**config.mk**
```make
export PLATFORM = sky130hd
export DESIGN_NAME = accum_flag_alu
export DESIGN_NICKNAME = d
export VERILOG_FILES = /design/src/rtl/accalu_pkg.sv /design/src/rtl/accalu_core.sv /design/src/rtl/accalu_flags.sv /design/src/rtl/accalu_pins.sv /design/src/rtl/accum_flag_alu.sv
export SDC_FILE = /design/constraint.sdc
export NUM_CORES = 1
export LEC_CHECK = 0
export CAP_MARGIN = 20
export CORE_MARGIN = 2
export CORE_UTILIZATION = 40
export CTS_CLUSTER_SIZE = 10
export DETAILED_ROUTE_END_ITERATION = 10
export PLACE_DENSITY = 0.64
export SYNTH_ARGS = -nofsm -noshare
export SYNTH_HDL_FRONTEND = slang
export SYNTH_SLANG_ARGS = --single-unit
```
**constraint.sdc**
```tcl
create_clock -name clk -period 5.65 [get_ports clk]
set_input_delay 1.4125 -clock clk [delete_from_list [all_inputs] [get_ports clk]]
set_output_delay 1.4125 -clock clk [all_outputs]
set_load 0.03 [all_outputs]
```
**src/rtl/accalu_pkg.sv**
```systemverilog
package accalu_pkg;
  typedef enum logic [3:0] {
    FN_PASS_A = 4'h0, FN_NOT_A = 4'h1, FN_PASS_B = 4'h2, FN_NOT_B = 4'h3,
    FN_ADD    = 4'h4, FN_SUB   = 4'h5, FN_AND    = 4'h6, FN_OR    = 4'h7,
    FN_ROR    = 4'h8, FN_ROL   = 4'h9, FN_RORC   = 4'hA, FN_ROLC  = 4'hB,
    FN_INC_A  = 4'hC, FN_DEC_A = 4'hD, FN_INC_B  = 4'hE, FN_DEC_B = 4'hF
  } alu_fn_e;

  // carry source selections within the carry group (operand bit 3 = 0)
  typedef enum logic [2:0] {
    CY_PIN0 = 3'd0, CY_PIN1 = 3'd1, CY_NEG  = 3'd2, CY_ZERO = 3'd3,
    CY_PEQ  = 3'd4, CY_CLR  = 3'd5, CY_SET  = 3'd6, CY_FLIP = 3'd7
  } cy_src_e;

  localparam logic [3:0] GRP_CARRY = 4'b0110;
  localparam logic [2:0] GRP_ALU   = 3'b000;
endpackage

```
**src/rtl/accalu_core.sv**
```systemverilog
module accalu_core
  import accalu_pkg::*;
#(
  parameter int W = 8
) (
  input  alu_fn_e        fn,
  input  logic [W-1:0]   a,
  input  logic [W-1:0]   b,
  input  logic           cin,
  output logic [W-1:0]   res,
  output logic           cout
);
  localparam logic [W:0] ONE = (W+1)'(1);
  logic [W:0] wide;

  always_comb begin
    unique case (fn)
      FN_PASS_A: wide = {1'b0, a};
      FN_NOT_A:  wide = {1'b0, ~a};
      FN_PASS_B: wide = {1'b0, b};
      FN_NOT_B:  wide = {1'b0, ~b};
      FN_ADD:    wide = {1'b0, a} + {1'b0, b} + {{W{1'b0}}, cin};
      FN_SUB:    wide = {1'b0, a} - {1'b0, b} - {{W{1'b0}}, cin};
      FN_AND:    wide = {1'b0, a & b};
      FN_OR:     wide = {1'b0, a | b};
      FN_ROR:    wide = {1'b0, a[0], a[W-1:1]};
      FN_ROL:    wide = {1'b0, a[W-2:0], a[W-1]};
      FN_RORC:   wide = {a[0], cin, a[W-1:1]};
      FN_ROLC:   wide = {a[W-1], a[W-2:0], cin};
      FN_INC_A:  wide = {1'b0, a} + ONE;
      FN_DEC_A:  wide = {1'b0, a} - ONE;
      FN_INC_B:  wide = {1'b0, b} + ONE;
      FN_DEC_B:  wide = {1'b0, b} - ONE;
      default:   wide = '0;
    endcase
  end

  assign res  = wide[W-1:0];
  assign cout = wide[W];
endmodule

```
**src/rtl/accalu_flags.sv**
```systemverilog
module accalu_flags
  import accalu_pkg::*;
(
  input  logic       clk,
  input  logic       rst_n,
  input  logic       alu_upd,
  input  logic       cy_upd,
  input  cy_src_e    cy_src,
  input  logic       alu_cout,
  input  logic       alu_msb,
  input  logic       alu_zero,
  input  logic [1:0] pin_in,
  input  logic       ptr_eq,
  output logic       c_q,
  output logic       n_q,
  output logic       z_q
);
  logic c_d, n_d, z_d;
  logic c_en, nz_en;

  assign c_en  = alu_upd | cy_upd;
  assign nz_en = alu_upd;

  always_comb begin
    n_d = alu_msb;
    z_d = alu_zero;
    if (alu_upd) begin
      c_d = alu_cout;
    end else begin
      unique case (cy_src)
        CY_PIN0: c_d = pin_in[0];
        CY_PIN1: c_d = pin_in[1];
        CY_NEG:  c_d = n_q;
        CY_ZERO: c_d = z_q;
        CY_PEQ:  c_d = ptr_eq;
        CY_CLR:  c_d = 1'b0;
        CY_SET:  c_d = 1'b1;
        CY_FLIP: c_d = ~c_q;
        default: c_d = c_q;
      endcase
    end
  end

  always_ff @(posedge clk or negedge rst_n) begin
    if (!rst_n) begin
      c_q <= 1'b0;
      n_q <= 1'b0;
      z_q <= 1'b0;
    end else begin
      if (c_en)  c_q <= c_d;
      if (nz_en) begin
        n_q <= n_d;
        z_q <= z_d;
      end
    end
  end
endmodule

```
**src/rtl/accalu_pins.sv**
```systemverilog
module accalu_pins #(
  parameter int NUM_OUT = 4
) (
  input  logic               clk,
  input  logic               rst_n,
  input  logic               wr_en,
  input  logic [1:0]         sel,
  input  logic               din,
  output logic [NUM_OUT-1:0] pin_q
);
  for (genvar i = 0; i < NUM_OUT; i++) begin : g_pin
    localparam logic [1:0] IDX = 2'(i);
    logic hit;
    assign hit = wr_en && (sel == IDX);
    always_ff @(posedge clk or negedge rst_n) begin
      if (!rst_n)   pin_q[i] <= 1'b0;
      else if (hit) pin_q[i] <= din;
    end
  end
endmodule

```
**src/rtl/accum_flag_alu.sv**
```systemverilog
module accum_flag_alu
  import accalu_pkg::*;
#(
  parameter int W       = 8,
  parameter int NUM_OUT = 4
) (
  input  logic               clk,
  input  logic               rst_n,
  input  logic [7:0]         instr,
  input  logic               exec_en,
  input  logic [W-1:0]       a_in,
  input  logic [W-1:0]       b_in,
  input  logic [1:0]         pin_in,
  input  logic               ptr_eq,
  output logic [W-1:0]       res_out,
  output logic               res_wr,
  output logic               res_to_b,
  output logic               flag_c,
  output logic               flag_n,
  output logic               flag_z,
  output logic [NUM_OUT-1:0] pin_out
);
  // reset: asserted asynchronously, released after two clock edges
  logic rst_meta_n, rst_core_n;
  always_ff @(posedge clk or negedge rst_n) begin
    if (!rst_n) begin
      rst_meta_n <= 1'b0;
      rst_core_n <= 1'b0;
    end else begin
      rst_meta_n <= 1'b1;
      rst_core_n <= rst_meta_n;
    end
  end

  logic is_alu, is_cgrp, alu_upd, cy_upd, pin_wr, alu_cout;

  assign is_alu  = (instr[7:5] == GRP_ALU);
  assign is_cgrp = (instr[7:4] == GRP_CARRY);
  assign alu_upd = exec_en && is_alu;
  assign cy_upd  = exec_en && is_cgrp && !instr[3];
  assign pin_wr  = exec_en && is_cgrp && (instr[3:2] == 2'b10);

  accalu_core #(.W(W)) u_core (
    .fn   (alu_fn_e'(instr[3:0])),
    .a    (a_in),
    .b    (b_in),
    .cin  (flag_c),
    .res  (res_out),
    .cout (alu_cout)
  );

  accalu_flags u_flags (
    .clk      (clk),
    .rst_n    (rst_core_n),
    .alu_upd  (alu_upd),
    .cy_upd   (cy_upd),
    .cy_src   (cy_src_e'(instr[2:0])),
    .alu_cout (alu_cout),
    .alu_msb  (res_out[W-1]),
    .alu_zero (res_out == '0),
    .pin_in   (pin_in),
    .ptr_eq   (ptr_eq),
    .c_q      (flag_c),
    .n_q      (flag_n),
    .z_q      (flag_z)
  );

  accalu_pins #(.NUM_OUT(NUM_OUT)) u_pins (
    .clk   (clk),
    .rst_n (rst_core_n),
    .wr_en (pin_wr),
    .sel   (instr[1:0]),
    .din   (flag_c),
    .pin_q (pin_out)
  );

  assign res_wr   = alu_upd;
  assign res_to_b = instr[4];
endmodule

```
==> results of run 1 <==
per-layer routing:
metal  part of all wire  vias up
met3              0.069       14
li1                   -     1688
met1               0.43     1652
met5                  0        -
met4              0.014        0
met2               0.49      155
flip-flops by register name (all words and copies together), names as in the netlist:
| register | flops |
|---|---|
| u_flags.c_q | 1 |
| u_pins.pin_q | 4 |
| rst_meta_n | 1 |
| u_flags.z_q | 1 |
| u_flags.n_q | 1 |
| rst_core_n | 1 |
metrics by stage:
stage / cell area [um2] / utilization / hold slack, ns / power, mW / cells
global route: 4100 / 0.574 / 0.159 / 0.600 / 606
floorplan: 2920 / - / 0.0815 / 0.296 / 406
global placement: 3920 / 0.549 / 0.121 / 0.455 / 599
detailed placement: 3920 / 0.549 / 0.121 / 0.458 / 599
finish: 4100 / 0.574 / 0.121 / 0.560 / 606
CTS: 3980 / 0.558 / 0.125 / 0.536 / 603
worst paths after layout:
path | slack, ns | depth (start not counted) | endpoint
min | 0.12 | 0 | u_flags.c_q
max | 0.11 | 14 | res_out[5]
min reg2reg | 0.12 | 0 | u_flags.c_q
max reg2reg | 2.22 | 12 | u_flags.z_q
min in group clk | 0.35 | 0 | rst_core_n
max in group asynchronous | 4.19 | 1 | rst_core_n
synth_stat cells, types with 4 or more instances:
library cell and n:
clkbuf_1 15, o22ai_1 8, ha_1 32, dfrtp_1 9, o31ai_1 5, o21ai_0 23, mux2i_1 13, nor3b_1 5
nor4_1 5, nor2b_1 6, buf_2 9, nand4_1 5, and3_1 5, inv_1 31, a31oi_1 6, nand3_1 11
a211oi_1 12, a21oi_1 26, nor2_1 36, fa_1 4, nand2_1 28, xnor2_1 15, nor3_1 9, xor2_1 5
nand2b_1 10, or3_1 6
cell families after synthesis:
group / count (synthesis) / share of synthesized area
other: 1 / 0.00129
multiplexers: 18 / 0.0717
buffers and inverters: 62 / 0.0927
AND/OR/NAND/NOR: 146 / 0.272
adder cells (fa/ha/maj): 36 / 0.165
XOR/XNOR: 20 / 0.0601
AO/OA/AOI/OAI: 114 / 0.261
flip-flops: 9 / 0.0773
power groups by stage:
stage	Clock (mW)	Sequential (mW)	Combinational (mW)
floorplan	0	0.0852	0.211
global placement	0	0.0747	0.380
detailed placement	0	0.0748	0.383
CTS	0.0744	0.0740	0.387
global route	0.0782	0.0748	0.447
finish	0.0729	0.0740	0.413
final cells by class:
type,instances,area (um2),share of cell area
inverters,31,116,0.0284
multi-input cells,335,2530,0.616
flip-flops and latches,9,225,0.0549
clock buffers,4,45.0,0.0110
repair buffers,128,1060,0.259
well taps,99,124,0.0302
timing repair:
action | 4_1_cts | 5_1_grt
resized for setup | 11 | 22
cloned | 0 | 0
setup endpoints to repair | 4 | 4
pin swaps | 1 | 7
hold buffers | 0 | 0
setup buffers | 0 | 3
==> summary.txt, run 1 <==
Post-synth EDFFs = 0
Clk pwr share = 0.130
initial antenna violation count = 0
leading area contributor after synthesis = ha_1
Seq pwr share = 0.132
diode count = 0
Sw Share = 0.446
chip height = 89.4 um
die area = 0.00799 mm2
# setup viols final = 0
WP data required = 4.24 ns
Reg clk slew, reported paths = 0.04 ns
GR Util met3 = 0.0249
prevailing post-synth register cell = dfrtp_1
CTS tree = yes
max cap viols = 0
initial drt markers = 407
number of synthesized register bits = 9
Final #Nets = 574
# DRC = 0
Fillers = 695
grt peak-use layer = met2
setup ws final = 0.109 ns
register area share after synthesis = 0.0773
Avg WL per Cell = 17.6 um
asr flop ratio synth = 1.00
core box area = 0.00714 mm2
PwrDens = 137 mW/mm2
status = finished, final reports clean
DP Worst Slack = -0.542 ns
Top delay family on crit path = buffers and inverters
Avg Inst Size Synth = 7.18 um2
global-route wire length before repair = 16.7 mm
CP max stage delay = 0.57 ns
Yosys cell types = 69
crit path capture type = primary output
Post-DRT Antenna Nets = 0
synth top area cells = ha_1 (14%), dfrtp_1 (7.7%), nor2_1 (4.6%)
area delta synth->final = 40.6%
Max Buffers Root-to-Sink = 2
post-synth top area share = 0.137
global route total overflow = 0
Mapped Cells = 406
share of cells above drive strength 1 = 0.247
Num CTS Buffers = 3
Comb power frac = 0.738
Clock Sinks = 9
Fmax = 180 MHz
DR vias = 3509
CP cell instances = clkdlybuf4s50_1 -> buf_4 -> fa_2 -> inv_1 -> ha_1 -> o21ai_2 -> a211oi_2 -> xnor2_1 -> nor2_1 -> a211oi_1 -> buf_4 -> nor2b_1 -> a211oi_2 -> buf_4
sw power = 0.249 mW
number of global-route vias before repair = 3336
CP max FO = 6
Worst-Margin Slew = 0.601 ns
crit path buf inv count = 5
Routed WL = 10.7 mm
CP Class = input pin to primary output
CP startpoint kind = input pin
Initial Utilization = 0.408
RSZ-0062 raised after global routing = true
IO Port Bufs = 46
Internal = 0.310 mW
Syn Std Cell Area = 0.00292 mm2
met2 Usage GRT = 0.472
FP Rows = 31
Final Critical Period = 5.54 ns
Slew HR = 0.594
Final Hold Viols = 0
hpwl dp = 8.28 mm
total negative slack = 0 ns
commonest cells after routing, fill and taps aside = buf_4 (89), nor2_1 (36), clkdlybuf4s50_1 (33)
most common cell type on the critical path = buf_4
Top Ports = 47
DIE WIDTH = 89.4 um
r2r startpoint = u_flags.c_q
Slew Limit Fails = 0
Vias/cell = 5.79
Pre-antenna DRT Iters = 5
VDD IR max = 0.0000486 V
grt met1 use = 0.349
Final Skew = 0.000378 ns
most common cell after layout, fill and taps aside = buf_4
Final period util = 0.981
Crit. Startpoint = b_in[0]
RePlAce Congestion = 0.978
CTS root buf = clkbuf_8
Hold WC Path Type = flip-flop to async pin
Critical Path AT = 4.13 ns
clk_lat worst skew = 0.23 ns
slowest cell on the critical path = fa_2
largest net degree at the start of global routing = 40
H-tree depth = 1
Lkg Pwr = 1.81 nW
yosys warns = 0
synthesized net count = 472
GRT Overall Usage = 0.269
(Power assumes the default switching activity.)
==> run 2: changes to the inputs <==
--- a/config.mk
+++ b/config.mk
@@ -10,6 +10,7 @@
 export CORE_UTILIZATION = 40
 export CTS_CLUSTER_SIZE = 10
 export DETAILED_ROUTE_END_ITERATION = 10
+export GPL_ROUTABILITY_DRIVEN = 0
 export PLACE_DENSITY = 0.64
 export SYNTH_ARGS = -nofsm -noshare
 export SYNTH_HDL_FRONTEND = slang
==> run 2 against run 1 <==
Clock skew is 0.0016 ns higher. Critical path depth is 3 lower. Fmax is 0.30% lower. Critical endpoint is now res_out[7]. Largest power group unchanged. Highest routed layer unchanged.
==> summary.txt, run 2 (same netlist as run 1, synthesis figures left out) <==
placed insts = 597
CP max FO = 3
Fillers = 686
max reg flops = 4
Hold WC Path Type = flip-flop to async pin
max cap viols = 0
area delta synth->final = 40.3%
DR vias = 3543
Worst-Margin Slew = 0.574 ns
Min Hold Slack = 0.110 ns
Post-DRT Antenna Nets = 0
Final Util = 0.573
crit path capture type = primary output
Initial Utilization = 0.408
Layout Cells excl Fill = 605
CP cell instances = clkdlybuf4s50_1 -> inv_1 -> fa_2 -> ha_2 -> a211oi_2 -> o21ai_1 -> a31oi_1 -> xor2_1 -> o21ai_0 -> o32a_1 -> buf_2
commonest cells after routing, fill and taps aside = buf_4 (87), nor2_1 (36), clkdlybuf4s50_1 (36)
Final Hold Viols = 0
Critical Path AT = 4.15 ns
DIE WIDTH = 89.4 um
Slew Limit Fails = 0
PwrDens = 137 mW/mm2
global-route wire length before repair = 16.4 mm
Final period util = 0.984
number of global-route vias before repair = 3236
initial antenna violation count = 0
CP Class = input pin to primary output
Top delay family on crit path = compound AO/OA/AOI/OAI gates
Max Buffers Root-to-Sink = 2
Final Skew = 0.00193 ns
Avg WL per Cell = 17.1 um
Reg2Reg Setup Slack = 2.23 ns
global route total overflow = 0
diode count = 0
dpl cell area = 0.00391 mm2
Pre-antenna DRT Iters = 5
clk_lat worst skew = 0.24 ns
# setup viols final = 0
FP Rows = 31
Final #Nets = 573
CTS tree = yes
VDD IR max = 0.0000512 V
Vias/cell = 5.86
Layout Cell Area excl Fill = 0.00409 mm2
setup ws final = 0.0918 ns
CP max stage delay = 0.49 ns
Slew HR = 0.612
CTS Hold Bufs = 0
GRT Overall Usage = 0.263
Fmax = 180 MHz
Final Critical Period = 5.56 ns
IO Port Bufs = 46
slowest cell on the critical path = clkdlybuf4s50_1
Num CTS Buffers = 3
status = finished, final reports clean
Routed WL = 10.3 mm
Top Ports = 47
initial drt markers = 344
Final Total Pwr = 0.560 mW
share of cells above drive strength 1 = 0.249
H-tree depth = 1
WP data required = 4.24 ns
total negative slack = 0 ns
largest net degree at the start of global routing = 37
Biggest register = u_pins.pin_q
Lkg Pwr = 1.77 nW
# DRC = 0
DP Worst Slack = -0.596 ns
hpwl dp = 8.24 mm
most common cell after layout, fill and taps aside = buf_4
CP startpoint kind = input pin
core box area = 0.00714 mm2
chip height = 89.4 um
Clock Sinks = 9
crit path buf inv count = 3
die area = 0.00799 mm2
CTS root buf = clkbuf_8
Reg clk slew, reported paths = 0.04 ns
run 2: cell type report:
type	instances	area, um2	area share
multi-input combinational	335	2530	0.618
tap	99	124	0.0303
timing repair buffer	127	1050	0.257
sequential	9	225	0.0551
inverter	31	116	0.0284
clock buffer	4	45.0	0.0110
run 2: metal layers:
layer,up-vias,global-route usage,wire (um)
li1,1679,-,-
met1,1652,0.359,4390
met2,186,0.438,4870
met3,26,0.0203,766
met4,0,0.0828,307
met5,-,0,0
run 2: worst paths after layout:
| kind | from | end | cells after the start |
|---|---|---|---|
| setup reg to reg | u_flags.c_q | u_flags.z_q | 12 |
| hold / removal | rst_core_n | u_pins.pin_q[3] | 0 |
| hold reg to reg | rst_core_n | u_pins.pin_q[3] | 0 |
| setup / recovery | b_in[0] | res_out[7] | 11 |
| min in group clk | rst_meta_n | rst_core_n | 0 |
| max in group asynchronous | rst_n | rst_core_n | 1 |
run 2: timing repair:
action,CTS,global route
pin swaps,3,9
gates cloned,0,0
gates resized for setup,11,23
setup buffers,1,3
endpoints found under the setup margin,4,5
run 2: power breakdown:
group / total, mW / leakage (nW) / internal (mW) / switching, mW
clock: 0.0756 / 0.0228 / 0.0492 / 0.0264
sequential: 0.0736 / 0.118 / 0.0701 / 0.00356
combinational: 0.411 / 1.63 / 0.192 / 0.219
total: 0.560 / 1.77 / 0.311 / 0.249
